===== config.mk =====
export PLATFORM = sky130hd
export DESIGN_NAME = flash_cmd_front
export DESIGN_NICKNAME = d
export VERILOG_FILES = /design/src/rtl/flash_cmd_front.sv
export SDC_FILE = /design/constraint.sdc
export NUM_CORES = 1
export LEC_CHECK = 0
export ABC_AREA = 0
export BUFFER_PORTS_ARGS = -buffer_cell sky130_fd_sc_hd__buf_2
export CAP_MARGIN = 20
export CORE_ASPECT_RATIO = 0.7
export CORE_UTILIZATION = 25
export DETAILED_ROUTE_END_ITERATION = 6
export GPL_TIMING_DRIVEN = 0
export PLACE_DENSITY_LB_ADDON = 0.1
export RECOVER_POWER = 100
export SYNTH_ARGS = -nofsm -noshare
export SYNTH_HDL_FRONTEND = slang
export SYNTH_SLANG_ARGS = --single-unit

===== constraint.sdc =====
create_clock -name clk -period 5.8 [get_ports clk]
set_clock_uncertainty 0.1 [all_clocks]
set_input_delay 0.58 -clock clk [delete_from_list [all_inputs] [get_ports clk]]
set_output_delay 0.58 -clock clk [all_outputs]
set_load 0.05 [all_outputs]

===== src/rtl/flash_cmd_front.sv =====
module flash_cmd_front #(
  parameter int AW        = 19,
  parameter int MIN_PULSE = 1,
  parameter logic [7:0] C_ID  = 8'h90,
  parameter logic [7:0] C_ES  = 8'h20,
  parameter logic [7:0] C_EX  = 8'hD0,
  parameter logic [7:0] C_PS  = 8'h40,
  parameter logic [7:0] C_PX  = 8'h10,
  parameter logic [7:0] C_RST = 8'hFF,
  parameter logic [7:0] MAKER = 8'hBF,
  parameter logic [7:0] PART  = 8'h04
) (
  input  logic          clk,
  input  logic          rst_n,
  input  logic          ce_n,
  input  logic          oe_n,
  input  logic          we_n,
  input  logic [AW-1:0] addr,
  input  logic [7:0]    din,
  input  logic          inhibit,
  output logic [7:0]    dout,
  output logic          id_active,
  output logic          erase_req,
  output logic          prog_req,
  output logic [AW-1:0] req_addr
);
  localparam int CW = $clog2(MIN_PULSE + 1) + 1;

  typedef enum logic [1:0] {S_READ, S_ID, S_ERS, S_PRG} st_t;

  logic [1:0]    ce_q, oe_q, we_q;
  logic          act, act_q, commit;
  logic [CW-1:0] cnt;
  logic [AW-1:0] cap_a;
  logic [7:0]    cap_d;
  st_t           st, st_nx;
  logic          ers_nx, prg_nx;

  always_ff @(posedge clk or negedge rst_n)
    if (!rst_n) begin
      ce_q <= 2'b11;
      oe_q <= 2'b11;
      we_q <= 2'b11;
    end else begin
      ce_q <= {ce_q[0], ce_n};
      oe_q <= {oe_q[0], oe_n};
      we_q <= {we_q[0], we_n};
    end

  assign act    = ~ce_q[1] & ~we_q[1] & oe_q[1] & ~inhibit;
  assign commit = act_q & ~act & (cnt >= CW'(MIN_PULSE)) & oe_q[1] & ~inhibit;

  always_ff @(posedge clk or negedge rst_n)
    if (!rst_n) begin
      act_q <= 1'b0;
      cnt   <= '0;
      cap_a <= '0;
      cap_d <= '0;
    end else begin
      act_q <= act;
      if (act) begin
        if (cnt != '1) cnt <= cnt + 1'b1;
        cap_a <= addr;
        cap_d <= din;
      end else begin
        cnt <= '0;
      end
    end

  always_comb begin
    st_nx  = st;
    ers_nx = 1'b0;
    prg_nx = 1'b0;
    if (commit) begin
      if (cap_d == C_RST) st_nx = S_READ;
      else case (st)
        S_READ, S_ID: begin
          if (cap_d == C_ES)      st_nx = S_ERS;
          else if (cap_d == C_PS) st_nx = S_PRG;
          else if (cap_d == C_ID) st_nx = S_ID;
        end
        S_ERS: begin
          st_nx  = S_READ;
          ers_nx = (cap_d == C_EX);
        end
        default: begin
          st_nx  = S_READ;
          prg_nx = (cap_d == C_PX);
        end
      endcase
    end
  end

  always_ff @(posedge clk or negedge rst_n)
    if (!rst_n) begin
      st        <= S_READ;
      erase_req <= 1'b0;
      prog_req  <= 1'b0;
      req_addr  <= '0;
    end else begin
      st        <= st_nx;
      erase_req <= ers_nx;
      prog_req  <= prg_nx;
      if (ers_nx | prg_nx) req_addr <= cap_a;
    end

  assign id_active = (st == S_ID);
  assign dout = !id_active          ? 8'h00 :
                (addr == '0)        ? MAKER :
                (addr == AW'(1))    ? PART  : 8'h00;
endmodule



# After elaboration in Yosys (flattened, before gate mapping)

Index checks and enable logic that the tools add are counted.

Bits in registers: 59
Input bits: 33
Output and inout port bits: 30
Logic and storage cells: 58

$add $sub $neg: 1
$lt $le $gt $ge: 1
Eq/ne operators: 12
Muxes and demuxes: 16
Bitwise logic cells: 12
Reductions and logical operators: 5

Operator list:

| kind                  | number |
|---|---|
| $eq A8 B8 Y1 const B  | 3 |
| $eq A19 B1 Y1 const B | 1 |
| $logic_not A19 Y1     | 1 |
| $mux W8               | 2 |
| $mux W2               | 7 |
| $eq A8 B5 Y1 const B  | 1 |
| $eq A8 B6 Y1 const B  | 1 |
| $eq A8 B7 Y1 const B  | 1 |
| $and A1 B1 Y1         | 7 |
| $mux W1               | 6 |
| $ne A5 B5 Y1 const B  | 1 |
| $not A1 Y1            | 4 |
| $mux W3               | 1 |
| $reduce_or A3 Y1      | 1 |
| $add A2 B1 Y2 const B | 1 |
| $eq A2 B1 Y1 const B  | 1 |
| $eq A2 B2 Y1 const B  | 1 |
| $ge A2 B1 Y1 const B  | 1 |
| $logic_not A2 Y1      | 1 |
| $ne A2 B1 Y1 const B  | 1 |
| $ne A2 B2 Y1 const B  | 1 |
| $reduce_and A2 Y1     | 1 |
| $reduce_or A2 Y1      | 1 |
| $or A1 B1 Y1          | 1 |

# Logic depth before layout (Yosys ltp)

Gate-level depths: netlist of run 1.

Word-level depth: 11
Gate-level depth with buffers: 7
Depth with buffers taken out: 6

# Worst setup path after synthesis of run 1

OpenSTA, ideal clock, no wires.

Path kind: reg2out
From: reg st[1]
To: out dout[1]
Arrival time: 3133 ps
Data required time: 5120 ps
Slack: 1987 ps
Cell stages (with the launch flop): 5
Buffers on the path: 1
Cells stage by stage: dfrtp_1 nor2b_1 nand3_1 nor3_1 buf_4

Cells in the longest elaborated chain, start to end: 2

Ends and longest elaborated chain:

| element                | RTL line | source |
|---|---|---|
| start, declared        | 36       | `st_t st, st_nx;` |
| start signal, assigned | 101      | `st <= st_nx;` |
| $eq A2 B1 Y1           | 107      | `assign id_active = (st == S_ID);` |
| named net id_active    | 22       | `output logic id_active,` |
| $mux W8                | 108      | `assign dout = !id_active ? 8'h00 :` |
| end, declared          | 21       | `output logic [7:0] dout,` |

The timed path passes the listed nets, and every way through them passes these cells.

==> results of run 1 <==
==> layer usage <==
layer	routed length [um]	global-route usage [%]
met3	412	7.07
met4	48	3.37
met1	2560	15.0
met2	2250	15.1
met5	0	0
==> registers in the layout, indices dropped and copies added (netlist names) <==
register	cells
prog_req	1
oe_q	2
act_q	1
cap_d	8
st	2
ce_q	2
cnt	2
erase_req	1
we_q	2
cap_a	19
req_addr	19
==> kinds of logic after synthesis <==
kind of cell	after synthesis	synth area share, %
DFF	59	60.6
xor gates and xnor gates	2	0.716
and+or+nand+nor	40	9.40
other	1	0.153
AOI/OAI and AO/OA	4	2.15
muxes	46	22.6
buffers and inverters	13	3.32
adders and majority gates	2	1.02
==> path summary, 6_finish.rpt <==
path                       cells after the start  slack, ns                        to
min                                            1       0.25         oe_q[0]$_DFF_PN1_
min in group asynchronous                      1       1.24   req_addr[7]$_DFFE_PN0P_
min reg2reg                                    0       0.25         oe_q[1]$_DFF_PN1_
max reg2reg                                    5       2.92  req_addr[15]$_DFFE_PN0P_
max in group clk                               6       2.54                   dout[5]
max                                            1       2.50       erase_req$_DFF_PN0_
==> synthesized netlist by cell type (2+ instances only) <==
| cell type | count |
|---|---|
| sky130_fd_sc_hd__mux2_4 | 10 |
| sky130_fd_sc_hd__dfrtp_1 | 53 |
| sky130_fd_sc_hd__nor2_1 | 5 |
| sky130_fd_sc_hd__buf_2 | 2 |
| sky130_fd_sc_hd__nand2_1 | 6 |
| sky130_fd_sc_hd__mux2_2 | 35 |
| sky130_fd_sc_hd__nand2b_1 | 3 |
| sky130_fd_sc_hd__nor2b_1 | 2 |
| sky130_fd_sc_hd__nor4_1 | 9 |
| sky130_fd_sc_hd__buf_4 | 6 |
| sky130_fd_sc_hd__ha_1 | 2 |
| sky130_fd_sc_hd__dfstp_2 | 6 |
| sky130_fd_sc_hd__nor3_1 | 4 |
| sky130_fd_sc_hd__inv_1 | 3 |
| sky130_fd_sc_hd__nand3_1 | 3 |
| sky130_fd_sc_hd__or3_1 | 2 |
==> area by class of cell <==
type	instances	area, um2
Tap cell	124	155
Inverter	3	11.3
Buffer	10	60.1
Clock buffer	11	243
Sequential cell	59	1480
Multi-Input combinational cell	95	828
Clock inverter	5	100
Timing Repair Buffer	61	268
Fill cell	968	6140
==> power by group through the flow <==
stage	registers (mW)	logic, mW	clock network, mW
6_report	0.484	0.0842	0.614
5_1_grt	0.491	0.0944	0.653
4_1_cts	0.486	0.0892	0.629
3_5_place_dp	0.492	0.0891	0
3_3_place_gp	0.493	0.0875	0
2_1_floorplan	0.484	0.0598	0
==> per-stage QoR <==
step | power [mW] | cell area, um2 | setup slack, ns
floorplan | 0.544 | 2450 | 1.99
global placement | 0.580 | 2910 | 2.82
detailed placement | 0.581 | 2910 | 2.77
CTS | 1.20 | 3250 | 2.76
global route | 1.24 | 3150 | 1.83
finish | 1.18 | 3150 | 2.50
==> placed cells by master, fill, tap and decap left out, types with 6 or more instances in the layout <==
cell,n
sky130_fd_sc_hd__buf_2,31
sky130_fd_sc_hd__buf_4,6
sky130_fd_sc_hd__clkbuf_1,35
sky130_fd_sc_hd__clkbuf_16,9
sky130_fd_sc_hd__dfrtp_1,53
sky130_fd_sc_hd__dfstp_2,6
sky130_fd_sc_hd__mux2_1,9
sky130_fd_sc_hd__mux2_2,35
sky130_fd_sc_hd__nand2_1,6
sky130_fd_sc_hd__nor4_1,9
==> metrics.sh, run 1 <==
RUN_STATUS='finished, violations left'
VIOLATIONS_IN_THE_FINAL_REPORTS='capacitance limit, slew limit'
POWER_FRAC_CLOCK_PCT=52.0
POST_CTS.RESIZED_INSTANCES=0
DESIGN.PORTCOUNT=63
VIA_COUNT_OF_THE_ROUTED_DESIGN=1561
POSTSYNTHAREAPERCELL_UM2=14.7
SLEW_HEADROOM_PCT=-118
SYN-NUM-NETS=202
FINAL_SLEW_VIOL_COUNT=60
SYNTH-EDFF-COUNT=0
CPLARGESTDELAYFAMILY='buffers and inverters'
INTERNAL_POWER_uW=935
ANTENNA-DIODE-COUNT=0
SYNTH_ASYNC_SR_FLOP_SHARE_PCT=100
LAYOUT_WORST_PATH_CYCLE_SHARE_PCT=56.9
SETUP-TNS-FINAL_NS=0
SEQ_POWER_SHARE_PCT=40.9
ROWS=29
SWITCHING_FRACTION_OF_TOTAL_POWER_PCT=20.9
ROUTED_WIRELENGTH_UM=5280
GRT_MAX_DEGREE=60
MAPPED_AREA_UM2=2450
GRT.OVERFLOW.TOTAL=0
DP.FINAL_HPWL_UM=3640
REQUIRED_NS=5.39
POST_SYNTH_MAIN_AREA_CONTRIBUTORS='sky130_fd_sc_hd__dfrtp_1 (54%), sky130_fd_sc_hd__mux2_2 (16%), sky130_fd_sc_hd__dfstp_2 (6.4%)'
GLOBALROUTETOTALUTIL_PCT=11.3
FLOORPLAN.DIE.HEIGHT_UM=84.8
FINAL.MIN_CLOCK_PERIOD_NS=3.30
HOLD-WORST-SLACK_NS=0.248
TRITONCTS.NUM_BUFFERS=9
POWER.LEAKAGE_nW=1.42
FIRSTDRTPASSITERS=4
PLACEABLECOREAREA_UM2=9290
VIAS_PER_CELL=4.24
FINAL_HOLD_VIOL_COUNT=0
LAYOUT_CELL_SHARE_WITH_DRIVE_STRENGTH_BEYOND_1_PCT=38.9
RSZ0062_AT_GRT='false'
TIMING.CRITICAL_PATH.CELLS='clkbuf_1'
COMB_POWER_SHARE_PCT=7.1
SYNTH.LARGEST_AREA_CELL='sky130_fd_sc_hd__dfrtp_1'
DIEAREA_UM2=10200
GRT_PASS1_VIAS=1514
GPL.FINAL_WEIGHTED_CONGESTION=0.695
DRC=0
HP-START='oe_n'
VDD_DROP_MAX_V=0.000154
FINAL_ANT_VIOL_NETS=0
MAX_CAP_VIOL_COUNT=1
CRITICAL_PATH_BUF_INV_COUNT=1
PLACE.PORT_BUFFERS=61
SETUP.WORST_PATH.END_CLASS='asynchronous set/reset pin'
HIGHEST_ATTAINABLE_CLOCK_FREQUENCY_MHz=303
HOLD_CRIT_PATH_TYPE='input pin to flop'
NETSWITCHINGPOWER_uW=248
YOSYSTOPAREACELLSHARE_PCT=54.2
POST-PLACE-CELLS=352
SYNTHESIS.YOSYS.WARNINGS=0
GRT_FIRST_PASS_WIRELENGTH_UM=8300
NETLIST_INSTANCES=167
DESIGN.FINAL.NETS=274
YS_FF_LATCH=59
DIEWIDTH_UM=120
DRT-INITIAL-DRC-COUNT=46
H_TREE_DEPTH=3
FINAL_CORE_UTILIZATION_PCT=33.9
SYNTH_TOP_FLOP_CELL='sky130_fd_sc_hd__dfrtp_1'
ROUTEDWLPERCELL_UM=14.3
LAYOUT-AREA-OVERHEAD-VS-SYNTH_PCT=28.6
WORST_PATH_MAX_DELAY_CELL='sky130_fd_sc_hd__clkbuf_1'
GRT_ANTENNA_BEFORE_REPAIR=0
SETUP-VIOLATIONS-FINAL=0
STDCELL_COUNT=368
CLK_PIN_SLEW_WORST_PATHS_NS=0.05
CTS.HOLD.BUFFERS_ADDED=0
CRITICAL_PATH_CLASS='input pin to asynchronous set/reset pin'
CLK_ROOT_BUFFER_CELL='sky130_fd_sc_hd__clkbuf_16'
POST_SYNTHESIS_SEQUENTIAL_AREA_RATIO_PCT=60.6
CRITICAL_R2R_LAUNCH='cap_d[1]$_DFFE_PN0P_'
CRIT_PATH_START_KIND='input pin'
POWER_PER_CELL_AREA_nW_PER_UM2=376
CTS.REPAIR_TIMING.SETUP_BUFFER_COUNT=0
CTS_MAX_PATH_BUFFERS=2
STARTPOINT='rst_n'
FLOORPLAN.INITIALDENSITY_PCT=26.4
WORST_EP_ARRIVAL_TIME_NS=2.89
CLK-INSERTION-DELAY-LATE_NS=0.33
CTS_TREE='built'
YS_TYPES=32
TIMING.CRITICAL_PATH.SLOWEST_CELL_DELAY_NS=2.27
TIGHTEST_SLEW_NS=3.27
TRITONCTS_NUM_SINKS=59
TIMING.CRITICAL_PATH.FANOUT_MAX=59
Power figures use the tool's default switching activity.
==> inputs of run 2 (changes only) <==
Clock period 5.8 ns to 3.15 ns, I/O delays scaled along.
==> metrics.sh, run 2 (synthesis gave the netlist of run 1 again) <==
SETUP-TNS-FINAL_NS=0  # unchanged
DESIGN.PORTCOUNT=63  # unchanged
GRT.OVERFLOW.TOTAL=0  # unchanged
HOLD_CRIT_PATH_TYPE='input pin to flop'
GRT_PASS1_VIAS=1633  # +7.9%
COMB_POWER_SHARE_PCT=7.9  # +0.8 points
DESIGN_AREA_UM2=3190  # +1.4%
ANTENNA-DIODE-COUNT=0  # unchanged
INTERNAL_POWER_mW=1.61  # +72%
REQUIRED_NS=3.25  # -2.14 ns
MAX_CAP_VIOL_COUNT=1  # unchanged
ROWS=29  # unchanged
LAYOUT-AREA-OVERHEAD-VS-SYNTH_PCT=30.4
DRC=0  # unchanged
DIEWIDTH_UM=120  # unchanged
HIGHEST_ATTAINABLE_CLOCK_FREQUENCY_MHz=396
POWER_PER_CELL_AREA_nW_PER_UM2=645  # +72%
LAYOUT_WORST_PATH_CYCLE_SHARE_PCT=80.1
VIOLATIONS_IN_THE_FINAL_REPORTS='capacitance limit, slew limit'
SETUP-VIOLATIONS-FINAL=0  # unchanged
N_FILL_CELL=983  # +1.5%
GRT_FIRST_PASS_WIRELENGTH_UM=8630  # +4.0%
CLK-INSERTION-DELAY-LATE_NS=0.33  # about the same
LAYOUT_CELL_SHARE_WITH_DRIVE_STRENGTH_BEYOND_1_PCT=42.7  # +3.8 points
LAYOUT.CELLS.MOST_COMMON='sky130_fd_sc_hd__dfrtp_1'
CLK_ROOT_BUFFER_CELL='sky130_fd_sc_hd__clkbuf_16'
SETUP.WORST_PATH.END_CLASS='flop'
TIGHTEST_SLEW_NS=1.50  # -1.77 ns
FLOORPLAN.DIE.HEIGHT_UM=84.8  # unchanged
NETSWITCHINGPOWER_uW=452  # +83%
DESIGN.FINAL.NETS=278  # +1.5%
H_TREE_DEPTH=3  # unchanged
SLEW_HEADROOM_PCT=-0.283  # +120 points
SEQ_POWER_SHARE_PCT=43.3  # +2.4 points
POWER_FRAC_CLOCK_PCT=48.8  # -3.2 points
ROUTEDWLPERCELL_UM=14.2  # -1.0%
GRT_ANTENNA_BEFORE_REPAIR=0  # unchanged
CLK_PIN_SLEW_WORST_PATHS_NS=0.05  # about the same
CTS_MAX_PATH_BUFFERS=2  # unchanged
RSZ0062_AT_GRT='false'
PLACEABLECOREAREA_UM2=9290  # unchanged
TIMING.CRITICAL_PATH.FANOUT_MAX=10  # -83%
GLOBALROUTETOTALUTIL_PCT=11.7  # +0.35 points
CTS_TREE='built'
DP.FINAL_HPWL_UM=3640  # about the same
GPL.FINAL_WEIGHTED_CONGESTION=0.677  # -2.7%
PLACEDINSTANCEAREA_UM2=2920  # +0.17%
DESIGN_POWER_TOTAL_mW=2.06  # +74%
FLOORPLAN.INITIALDENSITY_PCT=26.4  # unchanged
WORST_EP_ARRIVAL_TIME_NS=2.63  # -0.26 ns
FINAL_ANT_VIOL_NETS=0  # unchanged
FINAL_HOLD_VIOL_COUNT=0  # unchanged
POWER.LEAKAGE_nW=1.46  # +2.6%
FIRSTDRTPASSITERS=4  # unchanged
MOST-COMMON-LAYOUT-CELLS='sky130_fd_sc_hd__dfrtp_1 (53), sky130_fd_sc_hd__buf_2 (37), sky130_fd_sc_hd__mux2_2 (35)'
ROUTED_WIRELENGTH_UM=5280  # about the same
DRT-INITIAL-DRC-COUNT=45  # -2.2%
RUN_STATUS='finished, violations left'
GRT_MAX_DEGREE=60  # unchanged
VIA_COUNT_OF_THE_ROUTED_DESIGN=1557  # -0.26%
BIGGESTREGSBYFLOPS='cap_a (19), req_addr (19), cap_d (8)'
CRITICAL_PATH_CLASS='flop to flop'
VDD_DROP_MAX_V=0.000310  # +100%
PLACE.PORT_BUFFERS=61  # unchanged
TRITONCTS_NUM_SINKS=59  # unchanged
SWITCHING_FRACTION_OF_TOTAL_POWER_PCT=22.0  # +1.0 points
STDCELL_COUNT=372  # +1.1%
FINAL.MIN_CLOCK_PERIOD_NS=2.52
FINAL_SLEW_VIOL_COUNT=59  # -1.7%
DIEAREA_UM2=10200  # unchanged
VIAS_PER_CELL=4.19  # -1.3%
TRITONCTS.NUM_BUFFERS=9  # unchanged
CRIT_PATH_START_KIND='flop'
POST_CTS.RESIZED_INSTANCES=0  # unchanged
POST-PLACE-CELLS=352  # unchanged
-- run 2: cell count changes in the layout (fill, tap and decap cells not counted), sizes merged --
cell,delta
buf,+6
clkbuf,-5
dlygate4sd3,+4
bufinv,-2
clkinvlp,+1
-- run 2: path summary, 6_finish.rpt --
path,slack [ns],end,cells after the start,startpoint
min in group asynchronous,0.80,req_addr[7]$_DFFE_PN0P_,2,rst_n
setup / recovery,0.63,cap_d[5]$_DFFE_PN0P_,5,oe_q[1]$_DFF_PN1_
hold reg to reg,0.25,ce_q[1]$_DFF_PN1_,0,ce_q[0]$_DFF_PN1_
max in group asynchronous,1.25,cap_d[1]$_DFFE_PN0P_,2,rst_n
hold / removal,0.10,cap_d[7]$_DFFE_PN0P_,3,din[7]
setup reg to reg,0.63,cap_d[5]$_DFFE_PN0P_,5,oe_q[1]$_DFF_PN1_
-- run 2: cell type report --
type,count,area (um2),share of cell area [%]
tap,124,155,4.86
multi-input combinational,95,850,26.6
timing repair buffer,65,317,9.92
sequential,59,1480,46.5
buffer,10,61.3,1.92
clock inverter,4,47.5,1.49
clock buffer,12,267,8.35
inverter,3,11.3,0.353
-- run 2: what timing repair did --
| item | in CTS | in global routing |
|---|---|---|
| hold endpoints to repair | 28 | 0 |
| setup endpoints to repair | 0 | 0 |
| hold buffers | 4 | 0 |
| setup buffers | 0 | 0 |
-- run 2: through the flow --
stage | hold WS, ns | utilization [%] | setup slack (ns)
floorplan | -0.0806 | - | 0.162
global placement | 0.246 | 31.4 | 0.791
detailed placement | 0.247 | 31.4 | 0.753
CTS | 0.0853 | 35.2 | 0.746
global route | 0.107 | 34.4 | 0.373
finish | 0.100 | 34.4 | 0.628
-- run 2: power by group through the flow --
stage               registers, mW  clock network (mW)  logic (mW)
global route                0.904                1.07       0.181
floorplan                   0.892                   0       0.110
global placement            0.908                   0       0.162
CTS                         0.895                1.04       0.169
finish                      0.892                1.01       0.162
detailed placement          0.908                   0       0.164
-- run 2: critical path, cell delays in order, from the launching register on --
cell and delay (ns):
sky130_fd_sc_hd__dfstp_2 0.51, sky130_fd_sc_hd__nand2b_1 0.13, sky130_fd_sc_hd__nor3_1 0.21, sky130_fd_sc_hd__clkbuf_1 0.54
sky130_fd_sc_hd__clkbuf_1 0.51, sky130_fd_sc_hd__mux2_2 0.40
-- run 2: per-layer routing --
layer	vias to the layer above	routed length [um]	GRT usage, %
li1	742	-	-
met1	761	2660	15.4
met2	42	2150	15.8
met3	12	373	5.64
met4	0	97	5.72
met5	-	0	0
==> inputs of run 3 (changes only) <==
Settings changed: ABC_AREA 0 to 1.
Clock period 3.15 ns to 2.3 ns, I/O delays scaled along.
==> metrics.sh, run 3 <==
SYNTH_COMMONEST_CELLS='sky130_fd_sc_hd__nand2_1 (99), sky130_fd_sc_hd__dfrtp_1 (53), sky130_fd_sc_hd__inv_1 (26), sky130_fd_sc_hd__nor2_1 (21), sky130_fd_sc_hd__o21ai_0 (20)'
FINAL_CORE_UTILIZATION_PCT=33.7  # -0.69 points
DESIGN.PORTCOUNT=63  # unchanged
RUN_STATUS='finished, violations left'
VIOLATIONS_IN_THE_FINAL_REPORTS='DRC'
POST_SYNTH_MAIN_AREA_CONTRIBUTORS='sky130_fd_sc_hd__dfrtp_1 (50%), sky130_fd_sc_hd__nand2_1 (14%), sky130_fd_sc_hd__dfstp_2 (6.0%)'
TRITONCTS_NUM_SINKS=59  # unchanged
ROUTEDWLPERCELL_UM=12.8  # -10%
FINAL.MIN_CLOCK_PERIOD_NS=2.17
HOLD-WORST-SLACK_NS=0.0145  # -0.0856 ns
GPL.FINAL_WEIGHTED_CONGESTION=0.747  # +10%
VIAS_PER_CELL=4.18  # about the same
CPLARGESTDELAYFAMILY='simple AND/OR/NAND/NOR gates'
WORST_PATH_MAX_DELAY_CELL='sky130_fd_sc_hd__dfrtp_1'
DESIGN.FINAL.NETS=404  # +45%
FINAL_HOLD_VIOL_COUNT=0  # unchanged
DRT-INITIAL-DRC-COUNT=66  # +47%
LAYOUT_WORST_PATH_CYCLE_SHARE_PCT=94.5
PLACEABLECOREAREA_UM2=9980  # +7.5%
SLEW_HEADROOM_PCT=1.28  # +1.6 points
N_FILL_CELL=1080  # +9.9%
ROWS=30  # +3.4%
SYNTH-EDFF-COUNT=0  # unchanged
YS_FF_LATCH=59  # unchanged
TIMING.CRITICAL_PATH.FANOUT_MAX=6  # -4
H_TREE_DEPTH=3  # unchanged
CRITICAL_PATH_CLASS='flop to primary output'
YS_TYPES=26  # -19%
HOLD_CRIT_PATH_TYPE='input pin to flop'
TRITONCTS.NUM_BUFFERS=9  # unchanged
REQUIRED_NS=1.97  # -1.28 ns
TIMING.CRITICAL_PATH.SLOWEST_CELL_DELAY_NS=0.39  # -0.15 ns
ANTENNA-DIODE-COUNT=0  # unchanged
POWER.LEAKAGE_nW=1.72  # +18%
YOSYSTOPAREACELLSHARE_PCT=50.2  # -4.0 points
WORST_EP_ARRIVAL_TIME_NS=1.84  # -0.79 ns
LAYOUT.CELLS.MOST_COMMON='sky130_fd_sc_hd__nand2_1'
PLACEDINSTANCEAREA_UM2=3120  # +6.9%
CLK_PIN_SLEW_WORST_PATHS_NS=0.05  # about the same
SETUP.WORST_PATH.END_CLASS='primary output'
POST_SYNTHESIS_SEQUENTIAL_AREA_RATIO_PCT=56.2  # -4.4 points
CRIT_PATH_START_KIND='flop'
DP.FINAL_HPWL_UM=4580  # +26%
MIN_DELAY_PATH_DEPTH=3  # unchanged
POWER_PER_CELL_AREA_nW_PER_UM2=781  # +21%
CRITICAL_PATH_BUF_INV_COUNT=3  # +1
DIEWIDTH_UM=125  # +3.8%
SYNTH_TOP_FLOP_CELL='sky130_fd_sc_hd__dfrtp_1'
TIMING.REG2REG.WORST_PATH_DEPTH=10  # +5
SYNTH_ASYNC_SR_FLOP_SHARE_PCT=100  # unchanged
GRT.OVERFLOW.TOTAL=0  # unchanged
GLOBALROUTETOTALUTIL_PCT=13.0  # +1.3 points
POST-SYNTH-TOP-COUNT-CELL='sky130_fd_sc_hd__nand2_1'
SETUP-VIOLATIONS-FINAL=0  # unchanged
GRT_ANTENNA_BEFORE_REPAIR=0  # unchanged
GRT_PASS1_VIAS=2160  # +32%
CLK_ROOT_BUFFER_CELL='sky130_fd_sc_hd__clkbuf_16'
SYNTHESIS.YOSYS.WARNINGS=0  # unchanged
HIGHEST_ATTAINABLE_CLOCK_FREQUENCY_MHz=460
CLK-INSERTION-DELAY-LATE_NS=0.32  # about the same
DRC=6  # +6
CTS_MAX_PATH_BUFFERS=2  # unchanged
LAYOUT-AREA-OVERHEAD-VS-SYNTH_PCT=27.3
LAYOUT_CELL_SHARE_WITH_DRIVE_STRENGTH_BEYOND_1_PCT=24.1  # -19 points
MOST-COMMON-LAYOUT-CELLS='sky130_fd_sc_hd__nand2_1 (99), sky130_fd_sc_hd__dfrtp_1 (53), sky130_fd_sc_hd__buf_2 (32)'
VDD_DROP_MAX_V=0.000343  # +11%
NETLIST_INSTANCES=291  # +74%
DESIGN_POWER_TOTAL_mW=2.63  # +27%
SYNTH.LARGEST_AREA_CELL='sky130_fd_sc_hd__dfrtp_1'
FINAL_ANT_VIOL_NETS=0  # unchanged
BIGGESTREGSBYFLOPS='cap_a (19), req_addr (19), cap_d (8)'
FINAL_SLEW_VIOL_COUNT=0  # -100%
FLOORPLAN.INITIALDENSITY_PCT=26.5  # +0.093 points
VIA_COUNT_OF_THE_ROUTED_DESIGN=2096  # +35%
FIRSTDRTPASSITERS=7  # +3
PLACE.PORT_BUFFERS=61  # unchanged
DESIGN_AREA_UM2=3360  # +5.3%
MAPPED_AREA_UM2=2640  # +7.9%
SYN-NUM-NETS=326  # +61%
DIEAREA_UM2=11000  # +7.7%
POSTSYNTHAREAPERCELL_UM2=9.08  # -38%
GRT_FIRST_PASS_WIRELENGTH_UM=10800  # +25%
TIMING.CRITICAL_PATH.CELLS='inv_1, nor2_2, nand3_1, nor2_1, nand3_2, nor2_4, buf_4, clkbuf_4'
GRT_MAX_DEGREE=60  # unchanged
FLOORPLAN.DIE.HEIGHT_UM=88.0  # +3.8%
ROUTED_WIRELENGTH_UM=6400  # +21%
PATH_LENGTH_IN_CELLS_OF_THE_CRITICAL_PATH=8  # +3
MAX_CAP_VIOL_COUNT=0  # -1
CTS_TREE='built'
TIGHTEST_SLEW_NS=1.48  # -0.0235 ns
[run 3: worst paths after layout]
kind / slack (ns) / from / to
hold / removal: 0.01 / din[5] / cap_d[5]$_DFFE_PN0P_
setup reg to reg: 0.22 / cnt[0]$_DFFE_PN0P_ / req_addr[13]$_DFFE_PN0P_
max in group asynchronous: 0.50 / rst_n / req_addr[3]$_DFFE_PN0P_
min in group asynchronous: 0.71 / rst_n / cap_d[6]$_DFFE_PN0P_
setup / recovery: 0.13 / st[0]$_DFFE_PN0P_ / dout[3]
hold reg to reg: 0.25 / we_q[0]$_DFF_PN1_ / we_q[1]$_DFF_PN1_
[run 3: metal layers]
layer,part of all wire (%),GRT usage [%]
met2,41,19.9
met3,4.6,3.79
met4,1.4,4.66
met5,0,0
met1,53,17.5
[run 3: power breakdown]
part           internal [mW]  switching [mW]
registers               1.14          0.0710
clock network          0.744           0.451
logic                 0.0837           0.135
total                   1.97           0.657
[run 3: cell families after synthesis]
logic type	after synthesis	share of synthesized area, %
other	1	0.142
DFF	59	56.2
xor gates and xnor gates	1	0.332
muxes	1	0.379
AOI/OAI and AO/OA	20	3.79
buffers and inverters	45	9.47
and+or+nand+nor	162	28.8
adders and majority gates	2	0.947
[run 3: what timing repair did]
item / in CTS / in global routing
hold endpoints to repair: 56 / 0
endpoints found under the setup margin: 0 / 6
setup buffers: 0 / 2
resized for setup: 0 / 6
hold buffers: 4 / 0
[run 3: through the flow]
step                setup TNS (ns)  instances  setup slack, ns
floorplan                        0        291            0.119
global placement                 0        480            0.396
detailed placement               0        480            0.369
CTS                              0        499           0.0183
global route               -0.0302        501         -0.00935
finish                           0        501            0.126
[run 3: worst register-to-register path, cell delays in order (launching register included)]
cell and delay, ns:
sky130_fd_sc_hd__dfrtp_1 0.38, sky130_fd_sc_hd__inv_1 0.06, sky130_fd_sc_hd__ha_1 0.19, sky130_fd_sc_hd__inv_1 0.05, sky130_fd_sc_hd__nand2_1 0.09, sky130_fd_sc_hd__nor3_4 0.25
sky130_fd_sc_hd__nand3_1 0.20, sky130_fd_sc_hd__clkbuf_2 0.26, sky130_fd_sc_hd__buf_4 0.23, sky130_fd_sc_hd__nand3_1 0.09, sky130_fd_sc_hd__nand2_1 0.07
[run 3: area by class of cell]
| class | instances | area [um2] | share of cell area, % |
|---|---|---|---|
| multi-input cells | 187 | 875 | 26.0 |
| repair buffers | 67 | 345 | 10.3 |
| clock inverters | 5 | 30.0 | 0.893 |
| plain buffers | 16 | 120 | 3.57 |
| well taps | 128 | 160 | 4.76 |
| clock buffers | 10 | 239 | 7.11 |
| inverters | 29 | 109 | 3.24 |
| flip-flops and latches | 59 | 1480 | 44.1 |
